`src/rtl/ptw_pkg.sv`:
```
package ptw_pkg;
  typedef enum logic [1:0] {
    RIGHTS_NONE = 2'b00,
    RIGHTS_RO   = 2'b01,
    RIGHTS_RW   = 2'b10,
    RIGHTS_EX   = 2'b11
  } rights_e;

  typedef enum logic [1:0] {
    ACC_READ  = 2'b00,
    ACC_WRITE = 2'b01,
    ACC_FETCH = 2'b10,
    ACC_ALT   = 2'b11
  } acc_e;

  typedef enum logic [1:0] {
    FLT_NONE = 2'b00,
    FLT_PAGE = 2'b01,
    FLT_PROT = 2'b10
  } fault_e;

  typedef enum logic [1:0] {
    ST_IDLE,
    ST_ISSUE,
    ST_WAIT,
    ST_RESULT
  } walk_st_e;
endpackage

```
`src/rtl/ptw_entry_addr.sv`:
```
module ptw_entry_addr #(
  parameter int PA_W     = 32,
  parameter int VPN_W    = 20,
  parameter int ESZ_LOG2 = 2
) (
  input  logic [PA_W-1:0]  base,
  input  logic [VPN_W-1:0] vpn,
  output logic [PA_W-1:0]  entry_addr
);
  logic [PA_W-1:0] index_bytes;

  assign index_bytes = PA_W'(vpn) << ESZ_LOG2;
  assign entry_addr  = base + index_bytes;
endmodule

```
`src/rtl/ptw_perm_check.sv`:
```
module ptw_perm_check
  import ptw_pkg::*;
#(
  parameter int PTE_W = 32,
  parameter int PA_W  = 32,
  parameter int OFF_W = 12
) (
  input  logic [PTE_W-1:0] pte,
  input  logic [OFF_W-1:0] offset,
  input  acc_e             kind,
  output fault_e           fault,
  output logic [PA_W-1:0]  paddr
);
  localparam int PPN_W = PA_W - OFF_W;

  logic             ent_valid;
  rights_e          rights;
  logic [PPN_W-1:0] ppn;
  logic             allowed;
  logic             unused_pte_bits;

  assign ent_valid       = pte[PTE_W-1];
  assign rights          = rights_e'(pte[PTE_W-2 -: 2]);
  assign ppn             = pte[PPN_W-1:0];
  assign unused_pte_bits = ^pte[PTE_W-4:PPN_W];

  always_comb begin
    unique case (kind)
      ACC_WRITE: allowed = (rights == RIGHTS_RW);
      ACC_FETCH: allowed = (rights == RIGHTS_EX);
      default:   allowed = (rights != RIGHTS_NONE);
    endcase
  end

  always_comb begin
    if (!ent_valid) begin
      fault = FLT_PAGE;
      paddr = '0;
    end else if (!allowed) begin
      fault = FLT_PROT;
      paddr = '0;
    end else begin
      fault = FLT_NONE;
      paddr = {ppn, offset};
    end
  end
endmodule

```
`src/rtl/ptw_ctrl.sv`:
```
module ptw_ctrl
  import ptw_pkg::*;
#(
  parameter int PA_W  = 32,
  parameter int OFF_W = 12
) (
  input  logic             clk,
  input  logic             rst_n,
  input  logic             req_valid,
  output logic             req_ready,
  input  logic [OFF_W-1:0] req_off,
  input  acc_e             req_kind,
  input  logic [PA_W-1:0]  entry_addr_in,
  output logic             mem_req_valid,
  input  logic             mem_req_ready,
  output logic [PA_W-1:0]  mem_req_addr,
  input  logic             mem_rsp_valid,
  output logic             mem_rsp_ready,
  input  fault_e           chk_fault,
  input  logic [PA_W-1:0]  chk_paddr,
  output logic [OFF_W-1:0] off_q,
  output acc_e             kind_q,
  output logic             res_valid,
  input  logic             res_ready,
  output logic [PA_W-1:0]  res_paddr,
  output fault_e           res_fault
);
  walk_st_e        state;
  logic [PA_W-1:0] addr_q;
  logic [PA_W-1:0] paddr_q;
  fault_e          fault_q;

  always_ff @(posedge clk) begin
    if (!rst_n) begin
      state   <= ST_IDLE;
      addr_q  <= '0;
      off_q   <= '0;
      kind_q  <= ACC_READ;
      paddr_q <= '0;
      fault_q <= FLT_NONE;
    end else begin
      unique case (state)
        ST_IDLE: if (req_valid) begin
          off_q  <= req_off;
          kind_q <= req_kind;
          addr_q <= entry_addr_in;
          state  <= ST_ISSUE;
        end
        ST_ISSUE: if (mem_req_ready) state <= ST_WAIT;
        ST_WAIT: if (mem_rsp_valid) begin
          paddr_q <= chk_paddr;
          fault_q <= chk_fault;
          state   <= ST_RESULT;
        end
        ST_RESULT: if (res_ready) state <= ST_IDLE;
        default: state <= ST_IDLE;
      endcase
    end
  end

  assign req_ready     = (state == ST_IDLE);
  assign mem_req_valid = (state == ST_ISSUE);
  assign mem_req_addr  = addr_q;
  assign mem_rsp_ready = (state == ST_WAIT);
  assign res_valid     = (state == ST_RESULT);
  assign res_paddr     = paddr_q;
  assign res_fault     = fault_q;


  mem_req_hold_chk: assert property (@(posedge clk) disable iff (!rst_n)
    (mem_req_valid && !mem_req_ready) |=> (mem_req_valid && $stable(mem_req_addr)));


  res_hold_chk: assert property (@(posedge clk) disable iff (!rst_n)
    (res_valid && !res_ready) |=> (res_valid && $stable(res_paddr) && $stable(res_fault)));


  res_after_rsp_chk: assert property (@(posedge clk) disable iff (!rst_n)
    $rose(res_valid) |-> $past(mem_rsp_valid && mem_rsp_ready));


  busy_after_accept_chk: assert property (@(posedge clk) disable iff (!rst_n)
    (req_valid && req_ready) |=> !req_ready);
endmodule

```
`src/rtl/ptw_unit.sv`:
```
module ptw_unit
  import ptw_pkg::*;
#(
  parameter int VA_W     = 32,
  parameter int PA_W     = 32,
  parameter int OFF_W    = 12,
  parameter int PTE_W    = 32,
  parameter int ESZ_LOG2 = 2
) (
  input  logic            clk,
  input  logic            rst_n,
  input  logic [PA_W-1:0] table_base,
  input  logic            req_valid,
  output logic            req_ready,
  input  logic [VA_W-1:0] req_vaddr,
  input  logic [1:0]      req_kind,
  output logic            res_valid,
  input  logic            res_ready,
  output logic [PA_W-1:0] res_paddr,
  output logic [1:0]      res_fault,
  output logic            mem_req_valid,
  input  logic            mem_req_ready,
  output logic [PA_W-1:0] mem_req_addr,
  input  logic            mem_rsp_valid,
  output logic            mem_rsp_ready,
  input  logic [PTE_W-1:0] mem_rsp_data
);
  localparam int VPN_W = VA_W - OFF_W;

  logic [PA_W-1:0]  entry_addr;
  logic [OFF_W-1:0] off_q;
  acc_e             kind_q;
  fault_e           chk_fault;
  logic [PA_W-1:0]  chk_paddr;
  fault_e           fault_out;

  ptw_entry_addr #(.PA_W(PA_W), .VPN_W(VPN_W), .ESZ_LOG2(ESZ_LOG2)) u_addr (
    .base       (table_base),
    .vpn        (req_vaddr[VA_W-1:OFF_W]),
    .entry_addr (entry_addr)
  );

  ptw_perm_check #(.PTE_W(PTE_W), .PA_W(PA_W), .OFF_W(OFF_W)) u_check (
    .pte    (mem_rsp_data),
    .offset (off_q),
    .kind   (kind_q),
    .fault  (chk_fault),
    .paddr  (chk_paddr)
  );

  ptw_ctrl #(.PA_W(PA_W), .OFF_W(OFF_W)) u_ctrl (
    .clk           (clk),
    .rst_n         (rst_n),
    .req_valid     (req_valid),
    .req_ready     (req_ready),
    .req_off       (req_vaddr[OFF_W-1:0]),
    .req_kind      (acc_e'(req_kind)),
    .entry_addr_in (entry_addr),
    .mem_req_valid (mem_req_valid),
    .mem_req_ready (mem_req_ready),
    .mem_req_addr  (mem_req_addr),
    .mem_rsp_valid (mem_rsp_valid),
    .mem_rsp_ready (mem_rsp_ready),
    .chk_fault     (chk_fault),
    .chk_paddr     (chk_paddr),
    .off_q         (off_q),
    .kind_q        (kind_q),
    .res_valid     (res_valid),
    .res_ready     (res_ready),
    .res_paddr     (res_paddr),
    .res_fault     (fault_out)
  );

  assign res_fault = fault_out;


  offset_pass_chk: assert property (@(posedge clk) disable iff (!rst_n)
    (res_valid && fault_out == FLT_NONE) |-> (res_paddr[OFF_W-1:0] == off_q));


  fault_zero_addr_chk: assert property (@(posedge clk) disable iff (!rst_n)
    (res_valid && fault_out != FLT_NONE) |-> (res_paddr == '0));
endmodule

```
`config.mk`:
```
export PLATFORM = sky130hd
export DESIGN_NAME = ptw_unit
export DESIGN_NICKNAME = d
export VERILOG_FILES = /design/src/rtl/ptw_pkg.sv /design/src/rtl/ptw_entry_addr.sv /design/src/rtl/ptw_perm_check.sv /design/src/rtl/ptw_ctrl.sv /design/src/rtl/ptw_unit.sv
export SDC_FILE = /design/constraint.sdc
export NUM_CORES = 1
export LEC_CHECK = 0
export ABC_CLOCK_PERIOD_IN_PS = 3100
export CORE_MARGIN = 2
export CORE_UTILIZATION = 25
export DETAILED_ROUTE_END_ITERATION = 10
export DONT_BUFFER_PORTS = 1
export PLACE_DENSITY = 0.41
export SYNTH_ARGS = -nofsm -noshare
export SYNTH_HDL_FRONTEND = slang
export SYNTH_HIERARCHICAL = 1
export SYNTH_SLANG_ARGS = --single-unit
```
`constraint.sdc`:
```
create_clock -name clk -period 3.1 [get_ports clk]
set_input_delay 0.62 -clock clk [delete_from_list [all_inputs] [get_ports clk]]
set_output_delay 0.62 -clock clk [all_outputs]
set_load 0.01 [all_outputs]
```
==> summary.txt <==
status - completed
Synth top area share - 0.301
NumNets Final - 811
crit-path cells - ha_1 > inv_1 > fa_1 > nor2b_1 > o2111a_1 > o31a_1 > o211ai_2 > a211oi_2 > xor2_1 > nand2_1 > a21boi_0
final worst path period share - 0.810
TNS Setup - 0 ns
Congestion Overflow GR - 0
fin. max-slew vios - 0
Post-Syn Area - 0.00546 mm2
H-tree levels - 3
first-pass GRT wire length - 24,100 um
post-CTS setup buffer count - 0
Routed WL - 16,000 um
Leak - 2.02 nW
Die W - 152 um
most frequent cell after synthesis - nand2_1
skew final - 0.0109 ns
Routed Antenna Nets - 0
Placer Congestion - 0.803
ant diodes - 0
RSZ-0062 raised after global routing - false
Initial DRC Count - 239
area of the multi-input gates - 0.00341 mm2
Post-synth EDFFs - 0
Avg Inst Size Synth - 7.59 um2
pin count of the biggest net entering global routing - 85
port bufs - 0
initial antenna violation count - 1
most area-hungry cell type in the Yosys netlist - dfxtp_1
worst slew pin tran - 0.650 ns
clock-pin slew on the worst setup and hold paths - 0.07 ns
Root Driver - clkbuf_16
Max stage delay on crit path - 0.39 ns
crit path max fanout - 5
CP required - 3.37 ns
CTS tree - done
relative slew slack - 0.566
clock tree buffer depth - 2
sequential fraction of the synthesis area - 0.301
hpwl dp - 11,000 um
Sink Count - 82
CORE AREA - 0.0216 mm2
final setup margin - 0.589 ns
final setup vio count - 0
Buf/Inv on CP - 1
type of the worst setup path - input port to flip-flop
layout cells sized above 1 - 0.0672
Via density - 5.04
CP delay by family, top - compound AO/OA/AOI/OAI gates
CP Launch Type - input port
max-cap viol count - 0
CP arrival - 2.78 ns
vias in the first global route - 4,592
TritonRoute pass-1 iters - 6
Die Y - 152 um
I/O pins - 174
die area - 0.0230 mm2
Max VDD drop - 0.213 mV
# rows - 54
Slowest-stage cell, CP - fa_1
Synth Warn # - 6
Fillers - 2,403
Hold WC Path Type - input port to flip-flop
initial core utilization - 0.252
worst skew pair latency - 0.35 ns
CP endpoint kind - flip-flop
Mapped Nets - 850
Seq cells post-synth - 82
vias post-DR - 4,863
Wirelength per Cell - 16.6 um
Register Area - 0.00164 mm2
minimum clock period - 2.51 ns
hold_buf cts - 0
TritonCTS Buffers - 9
Layout area overhead - 6.21%
ys flop type - dfxtp_1
PwrDens - 600 mW/mm2
Hold Fails Final Rpt - 0
dpl ws - 0.268 ns
synth top area cells - dfxtp_1, nand2_1, nand3_1, a21boi_0, ha_1
drc violations - 0
Peak Freq - 0.398 GHz
top cells by count, synth - nand2_1, dfxtp_1, nand3_1, a21boi_0, a21boi_1
post-CTS sizing - 0
GRT Util Overall - 0.132
async set-reset flop share out of synthesis - 0
Cells after Synth - 719
Synth cell types - 57
==> state kept, by name (all words and copies together), names as in the netlist <==
signal,flops
u_ctrl/res_paddr,32
u_ctrl/state,2
u_ctrl/res_fault,2
u_ctrl/mem_req_addr,32
u_ctrl/off_q,12
u_ctrl/kind_q,2
==> area by class of cell <==
type | instances | area share
inverters | 19 | 0.0123
multi-input cells | 562 | 0.588
well taps | 280 | 0.0604
flip-flops and latches | 82 | 0.283
repair buffers | 6 | 0.00777
clock buffers | 9 | 0.0388
clock inverters | 7 | 0.00906
==> power by group <==
group | switching (W) | internal (W) | total (W) | leakage [nW]
registers | 0.000166 | 0.00121 | 0.00137 | 0.668
clock network | 0.000492 | 0.000548 | 0.00104 | 0.124
logic | 0.000683 | 0.000384 | 0.00107 | 1.23
total | 0.00134 | 0.00214 | 0.00348 | 2.02
==> per-stage QoR <==
step / util / area, um2 / std cells / total power [W] / hold WS [ns]
2_1_floorplan: - / 5460 / 719 / 0.00231 / 0.443
3_3_place_gp: 0.255 / 5520 / 949 / 0.00246 / 0.459
3_5_place_dp: 0.255 / 5520 / 949 / 0.00249 / 0.463
4_1_cts: 0.268 / 5800 / 965 / 0.00356 / 0.387
5_1_grt: 0.268 / 5800 / 965 / 0.00373 / 0.394
6_report: 0.268 / 5800 / 965 / 0.00348 / 0.409
==> worst register-to-register path: stages, from the launching register on <==
cell and delay [ns]:
dfxtp_1 0.33, inv_1 0.04, ha_1 0.37, a21oi_4 0.52, buf_4 0.36, o22ai_1 0.11
nand2_1 0.09, a21boi_1 0.06
==> routing by layer <==
layer / vias up / part of all wire / track usage
met4: 2 / 0.012 / 0.0356
met1: 2286 / 0.44 / 0.163
met2: 148 / 0.46 / 0.221
li1: 2412 / - / -
met5: - / 0.00081 / 0
met3: 15 / 0.079 / 0.0440
==> layout by cell type (no fill, tap or decap), types with 9 or more instances in the layout <==
| master | instances |
|---|---|
| a21boi_0 | 48 |
| a21boi_1 | 35 |
| a21oi_1 | 24 |
| clkbuf_16 | 9 |
| dfxtp_1 | 82 |
| ha_1 | 26 |
| inv_1 | 19 |
| nand2_1 | 189 |
| nand3_1 | 75 |
| nor2_1 | 11 |
| nor3_1 | 10 |
| o21ai_0 | 9 |
| o22ai_1 | 21 |
| o22ai_2 | 10 |
| xnor2_1 | 10 |
| xor2_1 | 12 |
==> path summary, 6_finish.rpt <==
kind / start / to / slack (ns) / cells after the start
worst max-delay path: table_base[2] / u_ctrl/mem_req_addr[30] / 0.59 / 11
worst min-delay path: table_base[0] / u_ctrl/mem_req_addr[0] / 0.41 / 2
worst max register to register: u_ctrl/kind_q[0] / u_ctrl/res_paddr[30] / 1.11 / 7
worst min register to register: u_ctrl/kind_q[0] / u_ctrl/kind_q[0] / 0.47 / 2
==> logic make-up after synthesis <==
family	share of synthesized area
flip-flops	0.301
buffers and inverters	0.0759
AND/OR/NAND/NOR	0.258
XOR/XNOR	0.0353
multiplexers	0.00367
adder cells (fa/ha/maj)	0.0633
AO/OA/AOI/OAI	0.264
Power figures use the tool's default switching activity.
